--- src/rtl/otg_irq_pkg.sv ---
`timescale 1ns/1ps
package otg_irq_pkg;
  // status word bit positions
  localparam int BIT_WAKE = 31;
  localparam int BIT_SESS = 30;
  localparam int BIT_DISC = 29;
  localparam int BIT_CID  = 28;
  localparam int BIT_PTXE = 26;
  localparam int BIT_CHAN = 25;
  localparam int STICKY_N = 4;
  localparam int STICKY_LSB = 28;
  // implemented (maskable) status bits
  localparam logic [31:0] STS_IMPL = 32'hF600_0000;
  // register word addresses
  localparam int A_STS   = 0;
  localparam int A_MSK   = 1;
  localparam int A_CTL   = 2;
  localparam int A_ALLCH = 3;
  localparam int A_CAUSE0 = 4;

  typedef struct packed {
    logic wake;
    logic sess;
    logic disc;
    logic cid;
  } sticky_t;
endpackage

--- src/rtl/otg_irq_rstsync.sv ---
`timescale 1ns/1ps
module otg_irq_rstsync (
  input  logic clk,
  input  logic rst_n_in,
  output logic rst_n_out
);
  logic [1:0] sync_q;
  logic [1:0] sync_d;

  always_comb begin
    sync_d = {sync_q[0], 1'b1};
  end

  always_ff @(posedge clk or negedge rst_n_in) begin
    if (!rst_n_in) sync_q <= 2'b00;
    else           sync_q <= sync_d;
  end

  assign rst_n_out = sync_q[1];
endmodule

--- src/rtl/otg_irq_edge.sv ---
`timescale 1ns/1ps
module otg_irq_edge #(
  parameter bit ANY_CHANGE = 1'b0
) (
  input  logic clk,
  input  logic rst_n,
  input  logic sig_i,
  output logic evt_o
);
  logic prev_q, prev_d;
  logic armed_q, armed_d;

  always_comb begin
    prev_d  = sig_i;
    armed_d = 1'b1;
  end

  always_ff @(posedge clk or negedge rst_n) begin
    if (!rst_n) begin
      prev_q  <= 1'b0;
      armed_q <= 1'b0;
    end else begin
      prev_q  <= prev_d;
      armed_q <= armed_d;
    end
  end

  generate
    if (ANY_CHANGE) begin : g_any
      assign evt_o = armed_q & (sig_i ^ prev_q);
    end else begin : g_rise
      assign evt_o = armed_q & sig_i & ~prev_q;
    end
  endgenerate
endmodule

--- src/rtl/otg_irq_w1c.sv ---
`timescale 1ns/1ps
module otg_irq_w1c #(
  parameter int W = 4
) (
  input  logic         clk,
  input  logic         rst_n,
  input  logic [W-1:0] set_i,
  input  logic [W-1:0] clr_i,
  output logic [W-1:0] q_o
);
  logic [W-1:0] bits_q, bits_d;
  logic         upd;

  // set has priority over a same-cycle clear
  always_comb begin
    bits_d = (bits_q & ~clr_i) | set_i;
    upd    = |(set_i | clr_i);
  end

  always_ff @(posedge clk or negedge rst_n) begin
    if (!rst_n)   bits_q <= '0;
    else if (upd) bits_q <= bits_d;
  end

  assign q_o = bits_q;
endmodule

--- src/rtl/otg_irq_ptxe.sv ---
`timescale 1ns/1ps
module otg_irq_ptxe #(
  parameter int DEPTH = 256,
  parameter int LVL_W = 9,
  parameter int Q_W   = 4
) (
  input  logic [LVL_W-1:0] free_words_i,
  input  logic [Q_W-1:0]   q_slots_i,
  input  logic             full_sel_i,
  output logic             empty_o
);
  localparam int HALF = DEPTH / 2;

  logic half_ok, full_ok, room_ok;

  always_comb begin
    half_ok = (free_words_i >= LVL_W'(HALF));
    full_ok = (free_words_i >= LVL_W'(DEPTH));
    room_ok = (q_slots_i != '0);
    empty_o = (full_sel_i ? full_ok : half_ok) & room_ok;
  end
endmodule

--- src/rtl/otg_irq_status.sv ---
`timescale 1ns/1ps
module otg_irq_status
  import otg_irq_pkg::*;
#(
  parameter int NUM_CH    = 8,
  parameter int CAUSE_W   = 8,
  parameter int PTX_DEPTH = 256,
  parameter int PQ_DEPTH  = 8,
  parameter int ADDR_W    = 6,
  localparam int LVL_W    = $clog2(PTX_DEPTH + 1),
  localparam int Q_W      = $clog2(PQ_DEPTH + 1),
  localparam int CH_BITS  = NUM_CH * CAUSE_W
) (
  input  logic               clk,
  input  logic               rst_n,
  input  logic               host_mode,
  input  logic               dev_resume_pulse,
  input  logic               host_rwake_pulse,
  input  logic               host_sreq_pulse,
  input  logic               b_valid,
  input  logic               disconn_pulse,
  input  logic               conn_id,
  input  logic [LVL_W-1:0]   ptx_free_words,
  input  logic [Q_W-1:0]     pq_free_slots,
  input  logic               ptx_lvl_full_sel,
  input  logic [CH_BITS-1:0] ch_evt,
  input  logic               reg_we,
  input  logic [ADDR_W-1:0]  reg_addr,
  input  logic [31:0]        reg_wdata,
  output logic [31:0]        reg_rdata,
  output logic               irq
);
  localparam int A_CMASK0 = A_CAUSE0 + NUM_CH;

  logic core_rst_n;

  // ---------------- reset release ----------------
  otg_irq_rstsync u_rst (
    .clk       (clk),
    .rst_n_in  (rst_n),
    .rst_n_out (core_rst_n)
  );

  // ---------------- level edge detection ----------------
  logic bv_rise, cid_chg;

  otg_irq_edge #(.ANY_CHANGE(1'b0)) u_bv_edge (
    .clk   (clk),
    .rst_n (core_rst_n),
    .sig_i (b_valid),
    .evt_o (bv_rise)
  );

  otg_irq_edge #(.ANY_CHANGE(1'b1)) u_cid_edge (
    .clk   (clk),
    .rst_n (core_rst_n),
    .sig_i (conn_id),
    .evt_o (cid_chg)
  );

  // ---------------- write decode ----------------
  logic wr_sts, wr_msk, wr_ctl;

  always_comb begin
    wr_sts = reg_we && (reg_addr == ADDR_W'(A_STS));
    wr_msk = reg_we && (reg_addr == ADDR_W'(A_MSK));
    wr_ctl = reg_we && (reg_addr == ADDR_W'(A_CTL));
  end

  // ---------------- sticky status bits ----------------
  sticky_t sticky_set, sticky_clr, sticky_q;
  logic [STICKY_N-1:0] sticky_bits;

  always_comb begin
    sticky_set.wake = host_mode ? host_rwake_pulse : dev_resume_pulse;
    sticky_set.sess = host_mode ? host_sreq_pulse  : bv_rise;
    sticky_set.disc = disconn_pulse;
    sticky_set.cid  = cid_chg;
    sticky_clr      = wr_sts ? sticky_t'(reg_wdata[BIT_WAKE:STICKY_LSB]) : '0;
  end

  otg_irq_w1c #(.W(STICKY_N)) u_sticky (
    .clk   (clk),
    .rst_n (core_rst_n),
    .set_i (sticky_set),
    .clr_i (sticky_clr),
    .q_o   (sticky_bits)
  );

  assign sticky_q = sticky_t'(sticky_bits);

  // ---------------- periodic FIFO empty ----------------
  logic ptxe_flag;

  otg_irq_ptxe #(.DEPTH(PTX_DEPTH), .LVL_W(LVL_W), .Q_W(Q_W)) u_ptxe (
    .free_words_i (ptx_free_words),
    .q_slots_i    (pq_free_slots),
    .full_sel_i   (ptx_lvl_full_sel),
    .empty_o      (ptxe_flag)
  );

  // ---------------- channel hierarchy ----------------
  logic [CAUSE_W-1:0] cause_q   [NUM_CH];
  logic [CAUSE_W-1:0] chmask_q  [NUM_CH];
  logic [CAUSE_W-1:0] chmask_d  [NUM_CH];
  logic [NUM_CH-1:0]  wr_cause;
  logic [NUM_CH-1:0]  wr_cmask;
  logic [NUM_CH-1:0]  allch;
  logic               chan_any;

  genvar c;
  generate
    for (c = 0; c < NUM_CH; c++) begin : g_ch
      logic [CAUSE_W-1:0] cclr;

      always_comb begin
        wr_cause[c] = reg_we && (reg_addr == ADDR_W'(A_CAUSE0 + c));
        wr_cmask[c] = reg_we && (reg_addr == ADDR_W'(A_CMASK0 + c));
        cclr        = wr_cause[c] ? reg_wdata[CAUSE_W-1:0] : '0;
        chmask_d[c] = wr_cmask[c] ? reg_wdata[CAUSE_W-1:0] : chmask_q[c];
      end

      otg_irq_w1c #(.W(CAUSE_W)) u_cause (
        .clk   (clk),
        .rst_n (core_rst_n),
        .set_i (ch_evt[c*CAUSE_W +: CAUSE_W]),
        .clr_i (cclr),
        .q_o   (cause_q[c])
      );

      always_ff @(posedge clk or negedge core_rst_n) begin
        if (!core_rst_n)      chmask_q[c] <= '0;
        else if (wr_cmask[c]) chmask_q[c] <= chmask_d[c];
      end

      assign allch[c] = |(cause_q[c] & chmask_q[c]);
    end
  endgenerate

  assign chan_any = |allch;

  // ---------------- assembled status word ----------------
  logic [31:0] sts_view;

  always_comb begin
    sts_view           = '0;
    sts_view[BIT_WAKE] = sticky_q.wake;
    sts_view[BIT_SESS] = sticky_q.sess;
    sts_view[BIT_DISC] = sticky_q.disc;
    sts_view[BIT_CID]  = sticky_q.cid;
    sts_view[BIT_PTXE] = ptxe_flag;
    sts_view[BIT_CHAN] = chan_any;
  end

  // ---------------- mask, control, interrupt line ----------------
  logic [31:0] mask_q, mask_d;
  logic        ctl_en_q, ctl_en_d;
  logic        irq_q, irq_d;

  always_comb begin
    mask_d   = wr_msk ? (reg_wdata & STS_IMPL) : mask_q;
    ctl_en_d = wr_ctl ? reg_wdata[0] : ctl_en_q;
    irq_d    = ctl_en_q & |(sts_view & mask_q);
  end

  always_ff @(posedge clk or negedge core_rst_n) begin
    if (!core_rst_n) begin
      mask_q   <= '0;
      ctl_en_q <= 1'b0;
      irq_q    <= 1'b0;
    end else begin
      if (wr_msk) mask_q   <= mask_d;
      if (wr_ctl) ctl_en_q <= ctl_en_d;
      irq_q <= irq_d;
    end
  end

  assign irq = irq_q;

  // ---------------- read-back ----------------
  always_comb begin
    reg_rdata = '0;
    if (reg_addr == ADDR_W'(A_STS))   reg_rdata = sts_view;
    if (reg_addr == ADDR_W'(A_MSK))   reg_rdata = mask_q;
    if (reg_addr == ADDR_W'(A_CTL))   reg_rdata[0] = ctl_en_q;
    if (reg_addr == ADDR_W'(A_ALLCH)) reg_rdata[NUM_CH-1:0] = allch;
    for (int k = 0; k < NUM_CH; k++) begin
      if (reg_addr == ADDR_W'(A_CAUSE0 + k)) reg_rdata[CAUSE_W-1:0] = cause_q[k];
      if (reg_addr == ADDR_W'(A_CMASK0 + k)) reg_rdata[CAUSE_W-1:0] = chmask_q[k];
    end
  end
endmodule

--- config.mk ---
export PLATFORM = sky130hd
export DESIGN_NAME = otg_irq_status
export DESIGN_NICKNAME = d
export VERILOG_FILES = /design/src/rtl/otg_irq_pkg.sv /design/src/rtl/otg_irq_rstsync.sv /design/src/rtl/otg_irq_edge.sv /design/src/rtl/otg_irq_w1c.sv /design/src/rtl/otg_irq_ptxe.sv /design/src/rtl/otg_irq_status.sv
export SDC_FILE = /design/constraint.sdc
export NUM_CORES = 1
export LEC_CHECK = 0
export ABC_AREA = 1
export ABC_CLOCK_PERIOD_IN_PS = 7200
export CORE_AREA = 2 2 119 121
export DETAILED_ROUTE_END_ITERATION = 8
export DIE_AREA = 0 0 121 123
export PLACE_DENSITY_LB_ADDON = 0.05
export SLEW_MARGIN = 20
export SYNTH_ARGS = -nofsm -noshare
export SYNTH_HDL_FRONTEND = slang
export SYNTH_SLANG_ARGS = --single-unit
--- constraint.sdc ---
create_clock -name clk -period 7.2 [get_ports clk]
set_input_delay 0.72 -clock clk [delete_from_list [all_inputs] [get_ports clk]]
set_output_delay 0.72 -clock clk [all_outputs]
set_load 0.01 [all_outputs]
==> metrics <==
status completed; WHS Path Cells 0; mux cell area share after synthesis 0.291%; Worst-Skew Late Latency 430 ps; RSZ-0062 raised after global routing no; Cells after Synth 984; largest family of logic cells by synthesized area simple AND/OR/NAND/NOR gates; row count 43; DP HPWL 13900 um; first-pass GRT wire length roughly 32000 um; clock tree buffer depth 2; R2R Path Start u_rst.sync_q[1]$_DFF_PN0_; worst reg2reg endpoint chmask_q[9]$_DFFE_PN0P_; First-pass DRT Iterations 5; Vias/cell 5.17; Max Cap Viol 0; Final Hold Viols 0; Synth Flop Type dfrtp_1; worst-case reg-to-reg path depth 1; cts hold-fix bufs 0; Clock Skews 4.46 ps; gpl congestion ~0.94; Syn Std Cell Area approximately 0.0073 sq mm; Port Buffer Count between 100 and 150; Synth area leaders dfrtp_1 (50%), nand2_1 (18%), o21ai_0 (8.4%); Leak 0.00428 uW; Synth top area share 49.6%; Critical Path Most Common Cell nor2_1; Yosys warnings 0; DR iter-0 viols 641; die height 123 um; via count around 6700; CP peak stage delay 590 ps; number of flops mapped to enable cells by yosys 0; Peak Freq 0.234 GHz; worst hold path type reg -> reg; HP Start u_rst.sync_q[0]$_DFF_PN0_; Synth top cells by count nand2_1 (359), dfrtp_1 (145), o21ai_0 (123), inv_1 (114), nor2_1 (87); most frequent cell after synthesis nand2_1; Worst-path clk slew ~50 ps; grt ovf 0; per-cell routed wire length 15.4 um; P&R area growth vs syn 24.7%; total die area about 0.015 sq mm; Antenna Nets Post-Route 0; WL final 19900 um; TritonCTS Buffers 17; PD cells 223 mW/mm^2; final worst-path cycle share about three fifths; DRC viols 0; asr flop ratio synth 100%; vias in the first global route 6122; worst slack at placement roughly 3000 ps; CP startpoint kind input pin; Slowest cell on crit path clkdlybuf4s50_1; Initial Util between 50% and 60%; setup TNS 0 ps; Worst Path Required roughly 6500 ps; dominant cell type by area after synthesis dfrtp_1; clock sink count 145; ant diodes 0; Worst-Margin Slew 947 ps; CTS root buf clkbuf_16; setup bufs post-CTS 0; worst-path cell chain clkdlybuf4s50_1 -> nor2_1 -> nand2_1 -> nor2_2 -> nand2_1 -> nand3_1 -> nor2_1 -> nand3_1 -> nor2_1 -> nand4_1 -> nor2_1 -> nand4_1 -> nor2_1 -> nand3_1 -> clkdlybuf4s50_1; syn_area_per_cell 7.43 sq um; largest net degree at the start of global routing 74; Die Span X roughly 120 um; fin crit period 4280 ps; Compound-Gate Fraction of Synth Area 11.8%; Hold EP u_rst.sync_q[1]$_DFF_PN0_; sequential area share after synthesis 49.6%; Worst EP arrival ~3600 ps; number of synthesized register bits 145; Synth Area in XOR/XNOR 0%; GRT Total Usage between 20% and 30%; CP max FO 9; fraction of layout cells with a size suffix above 1 5.14%; antenna violations before repair 0; Final Slew Violations 0; R2R setup slack 5280 ps; worst setup path class in -> out; Final WS setup 2920 ps; library cells used by synthesis 34; # resized after CTS 0; Simple-Gate Fraction of Synth Area 29.0%; Slew HR between 30% and 40%; Core ar. between 0.01 and 0.015 sq mm; WHS 359 ps; CP Capture Type primary output; CTS tree built; fin nets between 1000 and 1500; Ports 159; Finish-stage setup viols 0; htree depth 4; Adder-Cell Fraction of Synth Area 0%; Max IR drop VDD 161 uV
## registers in the layout (all words and copies together) (netlist names), 2 cells and up
name              count
chmask_q             64
g_ch.u_cause.q_o     64
mask_q                6
u_rst.sync_q          2
u_sticky.q_o          4
## placed cells by master (no fill, tap or decap), types with 17 or more instances in the layout
cell | Yosys | routed
clkbuf_16 | 0 | 17
clkdlybuf4s50_1 | 0 | 115
conb_1 | 2 | 20
dfrtp_1 | 145 | 144
inv_1 | 114 | 114
nand2_1 | 359 | 359
nand3_1 | 17 | 17
nand4_1 | 25 | 25
nor2_1 | 87 | 87
o21ai_0 | 123 | 123
o21bai_1 | 18 | 18
## through the flow
step / power [uW] / cell area (sq um) / utilization, % / std cells
floorplan: 1080 / 7380 / - / 1002
global placement: 1200 / 8560 / 62.9 / 1261
detailed placement: 1200 / 8560 / 62.9 / 1261
CTS: 2040 / 9120 / 67.0 / 1290
global route: 2120 / 9120 / 67.0 / 1290
finish: 2030 / 9120 / 67.0 / 1290
## worst max-delay path by stage
| stage | to | depth (start not counted) | from | slack [ps] |
|---|---|---|---|---|
| after CTS | reg_rdata[7] | 15 | reg_addr[0] | 2990 |
| after global placement | reg_rdata[3] | 15 | reg_addr[0] | 3050 |
| after detailed placement | reg_rdata[3] | 15 | reg_addr[0] | 3030 |
| final | reg_rdata[3] | 15 | reg_addr[0] | 2920 |
| after global routing | reg_rdata[7] | 15 | reg_addr[0] | 2760 |
| after floorplan | chmask_q[0]$_DFFE_PN0P_ | 0 | u_rst.sync_q[1]$_DFF_PN0_ | 2860 |
## per-layer routing
layer,up-vias,GRT usage [%],routed length (um)
met5,-,0,0
met4,0,9.59,401
met3,35,5.67,1360
met2,249,43.2,8950
met1,3102,40.2,9170
li1,3288,-,-
## critical path, delay by kind of cell
family | cells | cell delay [ps]
buffers and inverters | 2 | 1090
AND/OR/NAND/NOR | 13 | 1730
## report_power, final
group          leakage, uW  switching [uW]  internal (uW)  total, uW
registers          0.00161            52.4            871        924
logic              0.00240             150            120        270
clock network     0.000270             325            514        839
## kinds of logic after synthesis
family	Yosys count
muxes	2
buffers and inverters	160
DFF	145
AOI/OAI and AO/OA	159
and+or+nand+nor	516
other	2
## layout make-up
type / count / area (sq um)
Clock buffer: 24 / 502
Timing Repair Buffer: 116 / 1160
Multi-Input combinational cell: 697 / 3080
Fill cell: 1193 / 4490
Tap cell: 180 / 225
Clock inverter: 5 / 55.1
Inverter: 123 / 462
Sequential cell: 145 / 3630
(Power assumes the default switching activity.)
